`config.mk`:
```
export PLATFORM = sky130hd
export DESIGN_NAME = hbus_slave
export DESIGN_NICKNAME = d
export VERILOG_FILES = /design/src/rtl/hbus_pkg.sv /design/src/rtl/hbus_sync.sv /design/src/rtl/hbus_decode.sv /design/src/rtl/hbus_regfile.sv /design/src/rtl/hbus_slave.sv
export SDC_FILE = /design/constraint.sdc
export NUM_CORES = 1
export LEC_CHECK = 0
export BUFFER_PORTS_ARGS = -buffer_cell sky130_fd_sc_hd__buf_2
export CORE_UTILIZATION = 60
export CTS_CLUSTER_DIAMETER = 40
export CTS_CLUSTER_SIZE = 40
export DETAILED_ROUTE_END_ITERATION = 8
export PLACE_DENSITY = 0.76
export SLEW_MARGIN = 30
export SYNTH_ARGS = -nofsm -noshare
export SYNTH_HDL_FRONTEND = slang
export SYNTH_SLANG_ARGS = --single-unit
```
`constraint.sdc`:
```
create_clock -name clk -period 3.3 [get_ports clk]
set_input_delay 0.33 -clock clk [delete_from_list [all_inputs] [get_ports clk]]
set_output_delay 0.33 -clock clk [all_outputs]
set_load 0.01 [all_outputs]
```
`src/rtl/hbus_pkg.sv`:
```
package hbus_pkg;

    localparam int ADDR_W_DEF      = 6;
    localparam int DATA_W_DEF      = 8;
    localparam int SYNC_STAGES_DEF = 2;
    localparam int WAIT_CYC_DEF    = 2;

    typedef enum logic {
        BUS_SEP_RW = 1'b0,   // separate active-low read and write strobes
        BUS_DS_DIR = 1'b1    // one data strobe plus a direction line
    } bus_style_e;

    typedef struct packed {
        logic latch;         // address latch pulse
        logic rd_dir;        // read strobe (style 0) or direction, 1 = read (style 1)
        logic wr_ds;         // write strobe (style 0) or data strobe (style 1)
    } ctl_lines_t;

    localparam int CTL_W = $bits(ctl_lines_t);

    typedef struct packed {
        logic strobe_act;
        logic cyc_start;
        logic cyc_end;
        logic addr_latch;
        logic addr_from_data;
        logic wr_commit;
        logic read_act;
    } bus_evt_t;

    function automatic logic strobe_active(bus_style_e st, ctl_lines_t l);
        if (st == BUS_SEP_RW)
            return !l.rd_dir || !l.wr_ds;
        return !l.wr_ds;
    endfunction

endpackage

```
`src/rtl/hbus_sync.sv`:
```
module hbus_sync #(
    parameter int             W       = 8,
    parameter int             STAGES  = 2,
    parameter logic [W-1:0]   RST_VAL = '0
) (
    input  logic         clk,
    input  logic         rst,
    input  logic [W-1:0] d,
    output logic [W-1:0] cur,
    output logic [W-1:0] prev
);

    logic [STAGES-1:0][W-1:0] stage_q;
    logic [W-1:0]             prev_q;

    always_ff @(posedge clk) begin
        if (rst) begin
            stage_q <= {STAGES{RST_VAL}};
            prev_q  <= RST_VAL;
        end else begin
            stage_q[0] <= d;
            for (int i = 1; i < STAGES; i++)
                stage_q[i] <= stage_q[i-1];
            prev_q <= stage_q[STAGES-1];
        end
    end

    assign cur  = stage_q[STAGES-1];
    assign prev = prev_q;

endmodule

```
`src/rtl/hbus_decode.sv`:
```
module hbus_decode
    import hbus_pkg::*;
(
    input  bus_style_e style,
    input  logic       muxed,
    input  ctl_lines_t cur,
    input  ctl_lines_t prev,
    input  logic       dir_read,
    output bus_evt_t   evt
);

    logic st_cur;
    logic st_prev;

    always_comb begin
        st_cur  = strobe_active(style, cur);
        st_prev = strobe_active(style, prev);

        evt                = '0;
        evt.strobe_act     = st_cur;
        evt.cyc_start      = st_cur && !st_prev;
        evt.cyc_end        = !st_cur && st_prev;
        evt.addr_from_data = muxed;
        // multiplexed: latch pulse falling; dedicated pins: cycle start
        evt.addr_latch     = muxed ? (prev.latch && !cur.latch) : evt.cyc_start;

        if (style == BUS_SEP_RW) begin
            evt.wr_commit = !prev.wr_ds && cur.wr_ds;
            evt.read_act  = !cur.rd_dir;
        end else begin
            evt.wr_commit = evt.cyc_end && !dir_read;
            evt.read_act  = !cur.wr_ds && cur.rd_dir;
        end
    end

endmodule

```
`src/rtl/hbus_regfile.sv`:
```
module hbus_regfile #(
    parameter int AW = 6,
    parameter int DW = 8
) (
    input  logic          clk,
    input  logic          rst,
    input  logic          wr_en,
    input  logic [AW-1:0] wr_addr,
    input  logic [DW-1:0] wr_data,
    input  logic [AW-1:0] rd_addr,
    output logic [DW-1:0] rd_data
);

    localparam int DEPTH = 1 << AW;

    logic [DW-1:0] words [DEPTH];

    for (genvar g = 0; g < DEPTH; g++) begin : g_word
        logic [DW-1:0] word_q;
        always_ff @(posedge clk) begin
            if (rst)
                word_q <= '0;
            else if (wr_en && wr_addr == AW'(g))
                word_q <= wr_data;
        end
        assign words[g] = word_q;
    end

    assign rd_data = words[rd_addr];

endmodule

```
`src/rtl/hbus_slave.sv`:
```
module hbus_slave
    import hbus_pkg::*;
#(
    parameter int ADDR_W      = ADDR_W_DEF,
    parameter int DATA_W      = DATA_W_DEF,
    parameter int SYNC_STAGES = SYNC_STAGES_DEF,
    parameter int WAIT_CYC    = WAIT_CYC_DEF
) (
    input  logic              clk,
    input  logic              rst,
    input  logic              bus_style,
    input  logic              addr_muxed,
    input  logic              latch_in,
    input  logic              rd_dir_in,
    input  logic              wr_ds_in,
    input  logic [ADDR_W-1:0] addr_in,
    input  logic [DATA_W-1:0] data_in,
    output logic [DATA_W-1:0] data_out,
    output logic              data_oe,
    output logic              done_n
);

    localparam int SNAP_W = CTL_W + ADDR_W + DATA_W;
    localparam int CNT_W  = $clog2(WAIT_CYC + 1);
    localparam logic [SNAP_W-1:0] SNAP_RST = {{CTL_W{1'b1}}, {(ADDR_W + DATA_W){1'b0}}};

    bus_style_e        style;
    logic [SNAP_W-1:0] snap_cur;
    logic [SNAP_W-1:0] snap_prev;
    ctl_lines_t        ctl_cur;
    ctl_lines_t        ctl_prev;
    logic [ADDR_W-1:0] addr_cur;
    logic [DATA_W-1:0] data_cur;
    logic [DATA_W-1:0] data_prev;
    bus_evt_t          evt;

    logic [ADDR_W-1:0] addr_q;
    logic              dir_read_q;
    logic              busy_q;
    logic [CNT_W-1:0]  cnt_q;

    logic              strobe_act;
    logic              wr_commit;

    assign style = bus_style_e'(bus_style);

    // strobes and bus pins share one synchronizer so snapshots stay aligned
    hbus_sync #(
        .W       (SNAP_W),
        .STAGES  (SYNC_STAGES),
        .RST_VAL (SNAP_RST)
    ) u_sync (
        .clk  (clk),
        .rst  (rst),
        .d    ({latch_in, rd_dir_in, wr_ds_in, addr_in, data_in}),
        .cur  (snap_cur),
        .prev (snap_prev)
    );

    assign ctl_cur   = ctl_lines_t'(snap_cur[SNAP_W-1 -: CTL_W]);
    assign ctl_prev  = ctl_lines_t'(snap_prev[SNAP_W-1 -: CTL_W]);
    assign addr_cur  = snap_cur[DATA_W +: ADDR_W];
    assign data_cur  = snap_cur[0 +: DATA_W];
    assign data_prev = snap_prev[0 +: DATA_W];

    hbus_decode u_dec (
        .style    (style),
        .muxed    (addr_muxed),
        .cur      (ctl_cur),
        .prev     (ctl_prev),
        .dir_read (dir_read_q),
        .evt      (evt)
    );

    assign strobe_act = evt.strobe_act;
    assign wr_commit  = evt.wr_commit;

    always_ff @(posedge clk) begin
        if (rst) begin
            addr_q     <= '0;
            dir_read_q <= 1'b1;
            busy_q     <= 1'b0;
            cnt_q      <= '0;
        end else begin
            if (evt.addr_latch)
                addr_q <= evt.addr_from_data ? data_cur[ADDR_W-1:0] : addr_cur;
            if (evt.cyc_start)
                dir_read_q <= ctl_cur.rd_dir;
            if (evt.cyc_start) begin
                busy_q <= 1'b1;
                cnt_q  <= CNT_W'(WAIT_CYC - 1);
            end else if (evt.cyc_end) begin
                busy_q <= 1'b0;
            end else if (busy_q && cnt_q != '0) begin
                cnt_q <= cnt_q - 1'b1;
            end
        end
    end

    // write data is the last snapshot taken while the strobe was still active
    hbus_regfile #(
        .AW (ADDR_W),
        .DW (DATA_W)
    ) u_regs (
        .clk     (clk),
        .rst     (rst),
        .wr_en   (wr_commit),
        .wr_addr (addr_q),
        .wr_data (data_prev),
        .rd_addr (addr_q),
        .rd_data (data_out)
    );

    assign data_oe = evt.read_act;
    assign done_n  = !(busy_q && cnt_q == '0);

endmodule

```
# Word level (Yosys, flattened, before mapping)
# Index checks and enable logic that the tools add are counted.
[classes] addsub=1 mul=0 div_mod_pow=0 magnitude_cmp=1 n_eq_ne=64 n_shift=0 mux=13 bitwise_logic=2 reduce_logical=91
[ops] operator="== test 6 bit (second input constant)" count=32
[ops] operator="== test 6 x 5 -> 1 bit (second input constant)" count=16
[ops] operator="logical AND 1 bit" count=72
[ops] operator="binary-select mux 8 bit (select 6 bit)" count=1
[ops] operator="== test 6 x 4 -> 1 bit (second input constant)" count=8
[ops] operator="== test 6 x 3 -> 1 bit (second input constant)" count=4
[ops] operator="two-way mux 8 bit" count=2
[ops] operator="== test 6 x 2 -> 1 bit (second input constant)" count=2
[ops] operator="logical NOT 1 bit" count=9
[ops] operator="two-way mux 1 bit" count=8
[ops] operator="greater-or-equal comparator 7 bit (second input constant)" count=1
[ops] operator="inverter 6 -> 7 bit" count=1
[ops] operator="== test 6 x 1 -> 1 bit (second input constant)" count=1
[ops] operator="logical NOT 6 bit" count=1
[ops] operator="two-way mux 6 bit" count=1
[ops] operator="nonzero test 2 bit" count=3
[ops] operator="AND reduction 2 bit" count=2
[ops] operator="logical NOT 2 bit" count=1
[ops] operator="logical OR 1 bit" count=2
[ops] operator="two-way mux 2 bit" count=1
[ops] operator="inequality test 2 x 1 -> 1 bit (second input constant)" count=1
[ops] operator="OR reduction 2 bit" count=1
[ops] operator="subtractor 2 x 1 -> 2 bit (second input constant)" count=1
[ops] operator="inverter 1 bit" count=1
[totals] ff_bits=573 latchBits=0 ram_bits=0 mem_bits_ro=0 memories=0

# Logic depth before layout (Yosys ltp)
# Gate-level depths: netlist of run 1.
[logic_depth] ltp_word=8 ltp_mapped=9

# Hierarchy
# From an unflattened synthesis of run 1, not the netlist that was laid out.
[hier_totals] hier_cells=2677 hier_area_um2=24755.0
[by_module_without_submodules] mod="hbus_regfile" n_inst=1 cells_per_inst=2495 area_per_inst_um2=22729.3 seq_area_each_um2=10249.8
[by_module_without_submodules] mod="hbus_sync" n_inst=1 cells_per_inst=124 area_per_inst_um2=1492.7 seq_area_each_um2=1021.0
[by_module_without_submodules] mod="hbus_slave" n_inst=1 cells_per_inst=45 area_per_inst_um2=447.9 seq_area_each_um2=200.2
[by_module_without_submodules] mod="hbus_decode" n_inst=1 cells_per_inst=13 area_per_inst_um2=85.1 seq_area_each_um2=0.0

# Least setup slack after synthesis of run 1
# No wires, ideal clock.
[synth_timing] path_type="flip-flop to output port" start="reg addr_q[1]" end="out data_out[6]" t_arrival_ns=2.126 t_required_ns=2.970 slack_ns=0.844 stages_incl_launch_ff=8 path_buffers=3 path_cell_list="dfxtp_1 -> buf_4 -> buf_2 -> buf_1 -> mux4_2 -> a22oi_1 -> a21oi_1 -> or4_1"
[synth_between] elab_chain_cells=4
[synth_lines] element="from (decl)" line_no="hbus_slave.sv:37" source="logic [ADDR_W-1:0] addr_q;"
[synth_lines] element="from (signal assigned)" line_no="hbus_slave.sv:86" source="addr_q <= evt.addr_from_data ? data_cur[ADDR_W-1:0] : addr_cur;"
[synth_lines] element="inverter 6 -> 7 bit (implied by the code)" line_no="hbus_regfile.sv:29" source="assign rd_data = words[rd_addr];"
[synth_lines] element="binary-select mux 8 bit (select 6 bit)" line_no="hbus_regfile.sv:29"
[synth_lines] element="two-way mux 8 bit (implied by the code) (2 in a row)" line_no="hbus_regfile.sv:29"
[synth_lines] element="to (decl)" line_no="hbus_slave.sv:18" source="output logic [DATA_W-1:0] data_out,"
# No other way between the ends. The select of a mux whose other input is x is not followed.

# Worst setup path after layout of run 1
[layout_timing] start="reg addr_q[0]" end="out data_out[7]"
# Same word-level chain as after synthesis.

==> impl_metrics.toml, run 1 <==
[sta]
rsz0062_at_grt = "yes"
finalHoldViolCount = 0
worst_slack_on_hold_paths_ns = 0.2122
fin_tns_setup_ns = -0.3745
final.setup.worst_slack_ns = -0.08205
period_minus_slack_ns = 3.382
clock.fmax_ghz = 0.2957
setup_viol = 8
period_utilization_post_route = 1.025
skew_ns = 0.01813
final-max-slew-violation-count = 0
headroom_to_the_max_slew_limit = 0.4000
tightest_slew_ns = 0.8999

[synthesis]
synthesis.yosys.warnings = 0
yosys_most_used_dff = "sky130_fd_sc_hd__dfxtp_1"
synth_enable_flop_cells = 0
synthArstFlopShare = 0
synth_seq_area_share = 0.4584
synth_area_sq_um = 24760
post_synth_inst_count = 2212
synth_nets = 2237
postSynthRegisterBits = 567
synthDistinctLibCells = 40
per_instance_average_area_after_synthesis_sq_um = 11.19

[global_routing]
grt_overflow = 0
grt_antenna_before_repair = 0
grt_start_max_net_pins = 116
grt_first_pass_wirelength_mm = 97.85
vias_in_the_first_global_route = 17370
grtUsageTotal = 0.3009

[cells_and_area]
multi_input_logic_area_sq_um = 12840
layout.area.seq_sq_um = 11370
drive_above_1_share = 0.2478
nets = 2275
fillerInstances = 2821
layout_area_growth_over_synthesis_pct = 17.35
insertedDiodeCount = 0
final_cell_count_no_fill = 2840
layout.core_utilization = 0.7132

[pwr]
vdd.ir_drop.worst_v = 0.0004204
power_leakage_nw = 12.84
powerDensity_nw_per_um2 = 542.2

[route]
post_drt_wl_per_cell_um = 21.77
vias = 17140
final_antenna_net_count = 0
dr.pass1.iters = 5
post-route-drc-count = 0
routed_via_density = 6.036
drt_iter0_drc = 1493
routed_wirelength_mm = 61.83

[critical_path]
critical-path-max-stage-delay_ns = 0.60
worst-endpoint-arrival_ns = 3.05
crit_path_max_fanout = 8
crit_path_cell_trace = "buf_12, buf_12, buf_6, mux4_2, a22oi_2, a21oi_1, or4_4, buf_6"
cpMaxStageDelayCell = "sky130_fd_sc_hd__or4_4"
timing.critical_path.required_ns = 2.97
crit_path_start_kind = "flip-flop"
critical_path_class = "reg2out"
critical_path.endpoint_type = "primary output"

[clocking]
clk-insertion-delay-late_ns = 0.61
clkTransAtPathRegs_ns = 0.06
number_of_sinks_handled_by_clock_tree_synthesis = 567
tritoncts_clock_tree = "done"
cts.root.buffer_cell = "sky130_fd_sc_hd__clkbuf_16"
max-clock-path-buffers = 3
cts_buffers = 70
h_tree_levels = 3

[floorplanning]
die-height_um = 205.1
num_rows = 74
floorplan.die.width_um = 205.1
ioPinCount = 31
core_area_sq_um = 40740
initial_utilization = 0.6078
die_area_sq_um = 42080

[min_path]
min_delay_path_class = "in2reg"

[placement]
port_buffers = 30
dp_hpwl_mm = 39.04
place_inst = 2664
gp_routability_congestion = 0.8590

[run_status]
failed_checks = "setup timing"
outcome = "complete, but fails checks"

[job]
maxCapViolCount = 0
-- synthesized netlist by cell type (4+ instances only) --
cell type,instances,area (sq um)
sky130_fd_sc_hd__nand4b_4,4,95.09
sky130_fd_sc_hd__buf_4,10,75.07
sky130_fd_sc_hd__or2_2,10,62.56
sky130_fd_sc_hd__buf_2,16,80.08
sky130_fd_sc_hd__mux4_2,128,2883
sky130_fd_sc_hd__dfxtp_1,567,11350
sky130_fd_sc_hd__ha_1,4,50.05
sky130_fd_sc_hd__nor2_1,524,1967
sky130_fd_sc_hd__a22oi_1,64,480.5
sky130_fd_sc_hd__a21oi_1,33,165.2
sky130_fd_sc_hd__nor4bb_1,6,60.06
sky130_fd_sc_hd__buf_1,33,123.9
sky130_fd_sc_hd__a211oi_4,20,400.4
sky130_fd_sc_hd__clkbuf_1,137,514.2
sky130_fd_sc_hd__nor2b_1,41,256.5
sky130_fd_sc_hd__a211oi_1,7,52.55
sky130_fd_sc_hd__o211ai_2,44,550.5
sky130_fd_sc_hd__or4_1,8,60.06
sky130_fd_sc_hd__inv_1,5,18.77
sky130_fd_sc_hd__mux2i_1,519,5195
-- area by class of cell --
cell class	count	share of cell area
Timing Repair Buffer	168	0.05740
Tap cell	532	0.02291
Clock buffer	78	0.06420
Clock inverter	52	0.02179
Inverter	5	0.0006459
Multi-Input combinational cell	1438	0.4418
Sequential cell	567	0.3913
-- per-layer routing --
metal  vias up  global-route usage  share of wire
li1       7928                   -              -
met1      8497              0.3903           0.42
met2       571              0.4946           0.49
met3       146             0.04932          0.057
met4         0              0.1325          0.039
met5         -                   0              0
-- cell families after synthesis --
logic type / share of synthesized area
muxes: 0.3262
and+or+nand+nor: 0.1087
DFF: 0.4584
buffers and inverters: 0.03638
AOI/OAI and AO/OA: 0.06827
adders and majority gates: 0.002021
-- power by group --
part	total [mW]	switching [mW]	internal, mW
registers	6.92	0.0505	6.87
logic	0.742	0.448	0.295
clock network	8.09	3.29	4.80
-- worst paths after layout --
path,startpoint,to,slack (ns),cells after the start
max,addr_q[0],data_out[7],-0.08,8
min,addr_muxed,addr_q[2],0.21,3
max reg2reg,addr_q[0],u_regs.g_word[5].word_q[4],0.62,9
min reg2reg,u_sync.stage_q[16],u_sync.cur[16],0.42,1
-- flip-flops by register name, indices dropped and copies added, names as in the netlist --
| name | flops |
|---|---|
| busy_q | 1 |
| addr_q | 6 |
| u_sync.cur | 17 |
| u_regs.g_word.word_q | 512 |
| u_sync.stage_q | 17 |
| cnt_q | 2 |
| u_sync.prev | 11 |
| dir_read_q | 1 |
-- layout by cell type (no fill, tap or decap), types with 8 or more instances in the layout --
cell type	netlist	final
sky130_fd_sc_hd__dfxtp_1	567	556
sky130_fd_sc_hd__nor2_1	524	523
sky130_fd_sc_hd__mux2i_1	519	519
sky130_fd_sc_hd__mux4_2	128	128
sky130_fd_sc_hd__buf_4	10	87
sky130_fd_sc_hd__clkbuf_16	0	73
sky130_fd_sc_hd__o211ai_2	44	44
sky130_fd_sc_hd__a22oi_2	0	41
sky130_fd_sc_hd__nor2b_1	41	39
sky130_fd_sc_hd__buf_2	16	24
sky130_fd_sc_hd__a22oi_1	64	23
sky130_fd_sc_hd__buf_12	2	23
sky130_fd_sc_hd__a211oi_4	20	20
sky130_fd_sc_hd__dlygate4sd3_1	0	17
sky130_fd_sc_hd__a21oi_1	33	16
sky130_fd_sc_hd__a21oi_2	0	16
sky130_fd_sc_hd__inv_6	0	14
sky130_fd_sc_hd__buf_6	3	11
sky130_fd_sc_hd__or2_2	10	10
sky130_fd_sc_hd__dfxtp_2	0	9
sky130_fd_sc_hd__inv_8	0	8
-- worst max-delay path: cells and delay by family (launching register included) --
kind                   cells  cell delay, ns
multiplexers               1            0.51
AO/OA/AOI/OAI              2            0.41
AND/OR/NAND/NOR            1            0.60
buffers and inverters      4            0.57
flip-flops                 1            0.37
-- metrics by stage --
step           cell area, sq um  power (mW)  setup WS (ns)
2_1_floorplan             24760       7.510         0.8441
3_3_place_gp              25650       7.697         0.3294
3_5_place_dp              25650       7.707         0.3057
4_1_cts                   28960       15.82        -0.1052
5_1_grt                   29060       16.20        -0.1142
6_report                  29060       15.75       -0.08205
-- timing repair --
item                                    CTS  global route
buffers inserted                         24             3
endpoints found under the setup margin    8             8
pin swaps                                25             9
gates resized for setup                  71            19
hold buffers                             17             0
endpoints found under the hold margin    17             0
gates cloned                              3             0
Note: power is estimated with default switching activity, not from simulation.
==> run 2: changes to the inputs <==
CORE_UTILIZATION = 38   (was 60)
PLACE_DENSITY = default   (was 0.76)
==> run 2 against run 1 <==
  * The run still ends with setup timing left
  * Routed wire length rose by 8.4%
  * First-iteration DRC count fell by 25%
  * Fmax fell by 1.7%
  * Sequential share of layout area fell by 1.4 points
  * Register-to-register slack improved by 0.10 ns
  * Clock power rose by 22%
  * Via count barely moved
  * Largest cell class unchanged
==> impl_metrics.toml, run 2 (synthesized netlist as in run 1, its figures left out) <==
[cells_and_area]
layout.cells.most_common_list = "sky130_fd_sc_hd__dfxtp_1 (557), sky130_fd_sc_hd__nor2_1 (523), sky130_fd_sc_hd__mux2i_1 (519)"
final_cell_count_no_fill = 3193
fillerInstances = 5859
drive_above_1_share = 0.2524
insertedDiodeCount = 0
layout_area_growth_over_synthesis_pct = 21.64
final_common_cell = "sky130_fd_sc_hd__dfxtp_1"
largest_register_ffs = 512
largest-register = "u_regs.g_word.word_q"
nets = 2288

[global_routing]
use_met2 = 0.3339
gr_met3_demand_resource = 0.03024
grt.met1_usage = 0.2687
grt_start_max_net_pins = 82
grt_first_pass_wirelength_mm = 104.2
grt_overflow = 0
grtUsageTotal = 0.2026
globalRoute.busiestLayer = "met2"
vias_in_the_first_global_route = 17440
grt_antenna_before_repair = 0

[floorplanning]
core_area_sq_um = 64460
die-height_um = 257.3
initial_utilization = 0.3841
die_area_sq_um = 66190
floorplan.die.width_um = 257.3
ioPinCount = 31
num_rows = 93

[sta]
final-max-slew-violation-count = 0
fin_tns_setup_ns = -0.9443
clock.fmax_ghz = 0.2907
rsz0062_at_grt = "yes"
period_utilization_post_route = 1.042
skew_ns = 0.02325
headroom_to_the_max_slew_limit = 0.3194
finalHoldViolCount = 0
tightest_slew_ns = 1.018
period_minus_slack_ns = 3.440
final.setup.worst_slack_ns = -0.1402
setup_viol = 8

[pwr]
powerDensity_nw_per_um2 = 581.8
power.net_switching_mw = 4.039
vdd.ir_drop.worst_v = 0.0004643
power.share.combinational = 0.043
internal_power_mw = 13.49
power.share.clock = 0.561
power_leakage_nw = 13.16
power.share.switching = 0.2305
power.share.sequential = 0.396

[clocking]
cts_buffers = 89
tritoncts_clock_tree = "done"
clkTransAtPathRegs_ns = 0.05
h_tree_levels = 3
number_of_sinks_handled_by_clock_tree_synthesis = 567
clk-insertion-delay-late_ns = 0.63
cts.root.buffer_cell = "sky130_fd_sc_hd__clkbuf_16"
max-clock-path-buffers = 3

[min_path]
min_delay_path_class = "in2reg"
holdPathStages = 2

[critical_path]
timing.critical_path.buf_inv = 5
critical_path.endpoint_type = "primary output"
crit_top_cell = "sky130_fd_sc_hd__buf_12"
critical-path-top-delay-family = "buffers and inverters"
critical-path-max-stage-delay_ns = 0.56
crit_cells = 9
regToRegSetupSlack_ns = 0.72
worst-endpoint-arrival_ns = 3.11
crit_path_cell_trace = "buf_8, buf_12, buf_12, buf_16, mux4_2, a22oi_2, a21oi_2, or4_4, buf_6"
worst-r2r-cell-count = 7
cpMaxStageDelayCell = "sky130_fd_sc_hd__or4_4"
r2r_end = "u_regs.g_word[6].word_q[4]"
critical_path.startpoint = "addr_q[0]"
worstReg2RegStart = "u_sync.cur[15]"
timing.critical_path.required_ns = 2.97
critical_path_class = "reg2out"
crit_path_max_fanout = 7
endpoint = "data_out[1]"
crit_path_start_kind = "flip-flop"

[placement]
dp_hpwl_mm = 41.94
gp_routability_congestion = 0.8177
port_buffers = 30
pre_cts_ws_ns = 0.3076
place_inst = 2988

[run_status]
failed_checks = "setup timing"
outcome = "complete, but fails checks"

[route]
vias = 17160
post_drt_wl_per_cell_um = 20.99
routed_wirelength_mm = 67.01
drt_iter0_drc = 1116
post-route-drc-count = 0
dr.pass1.iters = 7
final_antenna_net_count = 0
routed_via_density = 5.373

[job]
maxCapViolCount = 0
-- run 2: metal layers --
layer	share of wire	wire, um
met5	0	0
met4	0.031	2069
met3	0.044	2956
met2	0.48	31870
met1	0.45	30120
-- run 2: worst reg2reg max path, stage by stage (launching register included) --
cell and delay, ns:
sky130_fd_sc_hd__dfxtp_1 0.33, sky130_fd_sc_hd__o21a_1 0.22, sky130_fd_sc_hd__ha_1 0.23, sky130_fd_sc_hd__and3b_2 0.24
sky130_fd_sc_hd__buf_12 0.18, sky130_fd_sc_hd__o211ai_2 0.91, sky130_fd_sc_hd__mux2i_1 0.28, sky130_fd_sc_hd__nor2_1 0.06
-- run 2: layout make-up --
type | count | area (sq um) | area share
multi-input combinational | 1438 | 12800 | 0.4249
tap | 855 | 1070 | 0.03552
sequential | 567 | 11370 | 0.3774
timing repair buffer | 162 | 1675 | 0.05562
clock buffer | 109 | 2456 | 0.08154
clock inverter | 57 | 734.5 | 0.02438
inverter | 5 | 18.77 | 0.0006231
-- run 2: worst min-delay path by stage --
stage / to / slack, ns / start
finish: u_sync.stage_q[11] / 0.12 / rst
floorplan: u_sync.cur[14] / 0.39 / u_sync.stage_q[14]
global route: u_sync.stage_q[8] / 0.14 / rst
detailed placement: u_sync.cur[15] / 0.39 / u_sync.stage_q[15]
global placement: u_sync.cur[15] / 0.40 / u_sync.stage_q[15]
CTS: u_sync.stage_q[2] / 0.12 / rst
-- run 2: what timing repair did --
item	in CTS	in global routing
pin swaps	5	6
gates resized for setup	54	23
hold buffers	17	0
hold endpoints to repair	17	0
cloned	5	1
setup buffers	14	2
setup endpoints to repair	8	8
-- run 2: per-stage QoR --
step           instance area [sq um]    util  power [mW]  hold WS (ns)
3_3_place_gp                   26040  0.4040       7.721        0.3965
6_report                       30120  0.4672       17.52        0.1185
4_1_cts                        29990  0.4653       17.67        0.1229
5_1_grt                        30120  0.4672       18.04        0.1398
2_1_floorplan                  24760       -       7.510        0.3895
3_5_place_dp                   26080  0.4045       7.732        0.3944
-- run 2: power by group through the flow --
stage               clock [mW]  sequential [mW]  combinational [mW]
floorplan                    0             7.04               0.475
global placement             0             7.08               0.637
detailed placement           0             7.09               0.647
CTS                       9.99             6.93               0.753
global route              10.3             6.93               0.803
finish                    9.83             6.93               0.759
